==> config.mk <==
export PLATFORM = sky130hd
export DESIGN_NAME = cmx_dc_commutator
export DESIGN_NICKNAME = d
export VERILOG_FILES = /design/src/rtl/cmx_pkg.sv /design/src/rtl/cmx_pattern_shadow.sv /design/src/rtl/cmx_out_lane.sv /design/src/rtl/cmx_dc_commutator.sv
export SDC_FILE = /design/constraint.sdc
export NUM_CORES = 1
export LEC_CHECK = 0
export BUFFER_PORTS_ARGS = -buffer_cell sky130_fd_sc_hd__buf_2
export CAP_MARGIN = 20
export CORE_AREA = 4 4 46 48
export DETAILED_ROUTE_END_ITERATION = 8
export DIE_AREA = 0 0 50 52
export PLACE_DENSITY = 0.75
export SLEW_MARGIN = 10
export SYNTH_ARGS = -nofsm -noshare
export SYNTH_HDL_FRONTEND = slang
export SYNTH_SLANG_ARGS = --single-unit
==> constraint.sdc <==
create_clock -name clk -period 1.82 [get_ports clk]
set_input_delay 0.273 -clock clk [delete_from_list [all_inputs] [get_ports clk]]
set_output_delay 0.273 -clock clk [all_outputs]
set_load 0.005 [all_outputs]
==> src/rtl/cmx_pkg.sv <==
package cmx_pkg;

   typedef struct packed {
      logic dc_en;
      logic pol;
      logic inv_b;
   } cmx_ctrl_t;

   // pattern bit that gates lane (ch, is_b)
   function automatic int unsigned cmx_lane_bit(input int unsigned ch, input bit is_b);
      return 2 * ch + (is_b ? 1 : 0);
   endfunction

endpackage

==> src/rtl/cmx_pattern_shadow.sv <==
module cmx_pattern_shadow #(
   parameter int unsigned       W         = 6,
   parameter logic [W-1:0]      RST_VALUE = '0
) (
   input  logic         clk,
   input  logic         rst_n,
   input  logic         wr_en,
   input  logic [W-1:0] wr_data,
   input  logic         load,
   output logic [W-1:0] shadow_q,
   output logic [W-1:0] active_q
);

   always_ff @(posedge clk or negedge rst_n) begin
      if (!rst_n) begin
         shadow_q <= RST_VALUE;
      end else if (wr_en) begin
         shadow_q <= wr_data;
      end
   end

   always_ff @(posedge clk or negedge rst_n) begin
      if (!rst_n) begin
         active_q <= RST_VALUE;
      end else if (load) begin
         active_q <= shadow_q;
      end
   end

endmodule

==> src/rtl/cmx_out_lane.sv <==
module cmx_out_lane (
   input  logic clk,
   input  logic rst_n,
   input  logic dc_en,
   input  logic gate,
   input  logic ref_wave,
   input  logic direct,
   input  logic passive,
   input  logic inv_en,
   output logic out_q
);

   logic masked;
   logic dc_val;
   logic nxt;

   always_comb begin
      masked = gate ? ref_wave : passive;
      dc_val = masked ^ inv_en;
      nxt    = dc_en ? dc_val : direct;
   end

   always_ff @(posedge clk or negedge rst_n) begin
      if (!rst_n) begin
         out_q <= 1'b0;
      end else begin
         out_q <= nxt;
      end
   end

endmodule

==> src/rtl/cmx_dc_commutator.sv <==
module cmx_dc_commutator #(
   parameter int unsigned NUM_CH = 3,
   parameter int unsigned REF_CH = 0,
   localparam int unsigned PW    = 2 * NUM_CH
) (
   input  logic              clk,
   input  logic              rst_n,
   input  logic              dc_en,
   input  logic              pol,
   input  logic              inv_b,
   input  logic              cyc_start,
   input  logic              pat_wr,
   input  logic [PW-1:0]     pat_wdata,
   output logic [PW-1:0]     pat_rdata,
   input  logic [NUM_CH-1:0] a_in,
   input  logic [NUM_CH-1:0] b_in,
   output logic [NUM_CH-1:0] a_out,
   output logic [NUM_CH-1:0] b_out
);
   import cmx_pkg::*;

   if (NUM_CH < 1 || NUM_CH > 8) begin : g_bad_ch
      $error("cmx_dc_commutator: NUM_CH must be 1..8");
   end
   if (REF_CH >= NUM_CH) begin : g_bad_ref
      $error("cmx_dc_commutator: REF_CH must be below NUM_CH");
   end

   cmx_ctrl_t     ctrl;
   logic [PW-1:0] shadow_pat;
   logic [PW-1:0] active_pat;
   logic          ref_wave;

   assign ctrl     = '{dc_en: dc_en, pol: pol, inv_b: inv_b};
   assign ref_wave = a_in[REF_CH];

   cmx_pattern_shadow #(.W(PW)) u_pat (
      .clk      (clk),
      .rst_n    (rst_n),
      .wr_en    (pat_wr),
      .wr_data  (pat_wdata),
      .load     (cyc_start),
      .shadow_q (shadow_pat),
      .active_q (active_pat)
   );

   assign pat_rdata = active_pat;

   for (genvar ch = 0; ch < NUM_CH; ch++) begin : g_ch
      for (genvar s = 0; s < 2; s++) begin : g_side
         localparam int unsigned BIT = cmx_lane_bit(ch, s == 1);
         logic lane_q;
         if (s == 0) begin : g_a
            cmx_out_lane u_lane (
               .clk      (clk),
               .rst_n    (rst_n),
               .dc_en    (ctrl.dc_en),
               .gate     (active_pat[BIT]),
               .ref_wave (ref_wave),
               .direct   (a_in[ch]),
               .passive  (ctrl.pol),
               .inv_en   (1'b0),
               .out_q    (lane_q)
            );
            assign a_out[ch] = lane_q;
         end else begin : g_b
            cmx_out_lane u_lane (
               .clk      (clk),
               .rst_n    (rst_n),
               .dc_en    (ctrl.dc_en),
               .gate     (active_pat[BIT]),
               .ref_wave (ref_wave),
               .direct   (b_in[ch]),
               .passive  (ctrl.pol),
               .inv_en   (ctrl.inv_b),
               .out_q    (lane_q)
            );
            assign b_out[ch] = lane_q;
         end
      end
   end

endmodule

==> run_results.csv <==
group,metric,value,unit
worst_setup_path,rr_endpoint,"g_ch[0].g_side[1].g_b.u_lane.out_q$_DFF_PN0_",
die,ios,31,
routing,viasPerCell,4.60,
sta,hold_viol_final,0,
global_route,grtUsageTotal,0.119,
routing,vias,492,
worst_setup_path,cp.required,1550,ps
die,dieArea,2600,um^2
min_path,min_from,"pat_wdata[5]",
worst_setup_path,critPathSlowestCell,"dfrtp_1",
routing,drt-met1-wl,518,um
yosys,synthTopCellsByArea,"dfrtp_1 (54%), mux2_2 (22%), buf_4 (11%)",
yosys,yosysTopAreaCellShare,0.539,
cts,cts_setup_buffers,0,
routing,antenna_left,0,
power,p_seq_frac,0.541,
power,internal_power,0.668,mW
yosys,ys_ff_latch,18,
die,start_util,0.489,
yosys,avgSynthCellArea,13.5,um^2
sta,worst_pin_slew,387,ps
die,core-area,1710,um^2
cts,clk_pin_slew,100,ps
worst_setup_path,cp_top_family,"flip-flops",
sta,fin_crit,1120,ps
flow_run,maxCapViolations,0,
worst_setup_path,crit_chain,"buf_2",
sta,maxSlewHeadroom,0.742,
power,pwr-share-comb,0.179,
min_path,hold_end,"u_pat.shadow_q[5]$_DFFE_PN0P_",
sta,slew_violations,0,
global_route,grt_pass1_wl,2.24,mm
finish,syn2layout_area_growth,14.7,%
power,p_leak,0.460,nW
power,switching_power,0.213,mW
yosys,netlist_top_cells_count,"dfrtp_1 (18), mux2_2 (16), buf_4 (12)",
sta,setup_viol,0,
placed_design,place_congestion,0.699,
sta,fmax,890,MHz
cts,cts_tree,"built",
yosys,yosysMostFrequentCell,"dfrtp_1",
routing,firstDrtPassIters,2,
worst_setup_path,max_stage_delay,420,ps
cts,clock-root-buffer,"clkbuf_4",
cts,cts.sinks,18,
power,power_density,919,nW/um^2
sta,fin_worst_skew,3.98,ps
finish,drive_gt1_frac,0.610,
placed_design,placed_area,912,um^2
power,swShare,0.242,
worst_setup_path,r2r_start,"u_pat.active_q[1]$_DFFE_PN0P_",
worst_setup_path,arrival,850,ps
routing,top_layer,"met4",
cts,cts_buffers,3,
worst_setup_path,worstRegToRegCells,3,
die,die_w,50,um
worst_setup_path,r2r_slack,720,ps
min_path,whs_path_depth,2,
yosys,synth_edf_count,0,
finish,final_util,0.561,
cts,clk_latency,300,ps
power,ir_drop,473,uV
yosys,yosysTopAreaCell,"dfrtp_1",
finish,insertedDiodeCount,0,
worst_setup_path,start_kind,"flip-flop",
routing,drt_wl_total,1.32,mm
yosys,ys_seq_area_frac,0.539,
routing,post_drt_wl_per_cell,12.4,um
yosys,synth_area,836,um^2
yosys,ys.flop_type,"dfrtp_1",
die,num_rows,15,
finish,layout.nets,102,
run_status,run_status,"completed",
sta,period_share,0.617,
worst_setup_path,path_buf_inv,1,
worst_setup_path,crit_fanout,3,
global_route,grt-ovfl-total,0,
sta,setup_tns,0,ps
finish,fillCellCount,163,
routing,drc,0,
sta,rsz0062_at_grt,"false",
yosys,syn-num-nets,81,
placed_design,dp_hpwl,1.05,mm
yosys,ys_types,9,
power,clkPwrFrac,0.281,
min_path,hold_path.class,"in2reg",
global_route,antenna_found_initial,0,
yosys,async_reset_ff_frac,1.00,
worst_setup_path,critPathKind,"reg2out",
routing,wl_met3,121,um
routing,initialDrtViolationCount,1,
placed_design,io_buffers,30,
cts,h-tree-depth,1,
finish,stdcell_area,958,um^2
yosys,synthCells,62,
global_route,grt_max_degree,19,
worst_setup_path,crit_path_end_kind,"output port",
cts,clk_path_buf_depth,2,
global_route,grt_pass1_vias,515,
yosys,yosysWarnings,0,
die,dieHeight,52,um
routing,met2_length,654,um
## per-stage QoR
stage	power [mW]	std cells	setup slack, ps	hold WS [ps]
after global placement	0.637	102	764	211
after floorplan	0.615	62	821	-22.6
after global routing	0.926	107	658	193
after CTS	0.892	107	682	191
after detailed placement	0.644	102	741	217
final	0.881	107	697	197
## worst max-delay path by stage
| stage | start | to | slack, ps | cells after the start |
|---|---|---|---|---|
| final | u_pat.active_q[1]$_DFFE_PN0P_ | pat_rdata[1] | 700 | 1 |
| after global routing | u_pat.active_q[1]$_DFFE_PN0P_ | pat_rdata[1] | 660 | 1 |
| after CTS | u_pat.active_q[1]$_DFFE_PN0P_ | pat_rdata[1] | 680 | 1 |
| after detailed placement | u_pat.active_q[1]$_DFFE_PN0P_ | g_ch[0].g_side[1].g_b.u_lane.out_q$_DFF_PN0_ | 740 | 3 |
| after global placement | u_pat.active_q[3]$_DFFE_PN0P_ | g_ch[1].g_side[1].g_b.u_lane.out_q$_DFF_PN0_ | 760 | 3 |
| after floorplan | u_pat.active_q[1]$_DFFE_PN0P_ | g_ch[0].g_side[1].g_b.u_lane.out_q$_DFF_PN0_ | 820 | 3 |
## layout by cell type (no fill, tap or decap), drive strengths merged
| master | synthesis | routed |
|---|---|---|
| a21oi | 2 | 2 |
| mux2 | 16 | 16 |
| buf | 15 | 30 |
| nor2 | 2 | 2 |
| xnor2 | 3 | 3 |
| dlygate4sd3 | 0 | 1 |
| nand2b | 1 | 1 |
| dfrtp | 18 | 18 |
| mux2i | 5 | 5 |
| clkbuf | 0 | 4 |
## final cells by class
| cell class | count | area [um^2] | area share |
|---|---|---|---|
| tap | 25 | 31.3 | 0.0326 |
| timing repair buffer | 31 | 160 | 0.167 |
| sequential | 18 | 450 | 0.470 |
| clock buffer | 4 | 36.3 | 0.0379 |
| multi-input combinational | 29 | 280 | 0.292 |
## layer usage
| layer | vias to the layer above | GRT usage |
|---|---|---|
| li1 | 236 | - |
| met1 | 230 | 0.124 |
| met2 | 23 | 0.198 |
| met3 | 3 | 0.0430 |
| met4 | 0 | 0.0829 |
| met5 | - | 0 |
## sequential cells by signal (all words and copies together) (netlist names)
| register | cells |
|---|---|
| u_pat.shadow_q | 6 |
| u_pat.active_q | 6 |
| g_ch.g_side.g_a.u_lane.out_q | 3 |
| g_ch.g_side.g_b.u_lane.out_q | 3 |
## timing repair
item	CTS	global route
gates resized for setup	0	0
endpoints found under the hold margin	18	0
hold buffers	1	0
## power by group through the flow
stage	registers, mW	logic [mW]	clock network, mW
2_1_floorplan	0.478	0.137	0
3_3_place_gp	0.483	0.154	0
3_5_place_dp	0.486	0.159	0
4_1_cts	0.477	0.161	0.253
5_1_grt	0.484	0.174	0.268
6_report	0.476	0.157	0.247
## cell families after synthesis
group,after synthesis,share of synthesized area
muxes,21,0.275
DFF,18,0.539
buffers and inverters,15,0.126
xor gates and xnor gates,3,0.0314
and+or+nand+nor,3,0.0165
AOI/OAI and AO/OA,2,0.0120
Power figures use the tool's default switching activity.
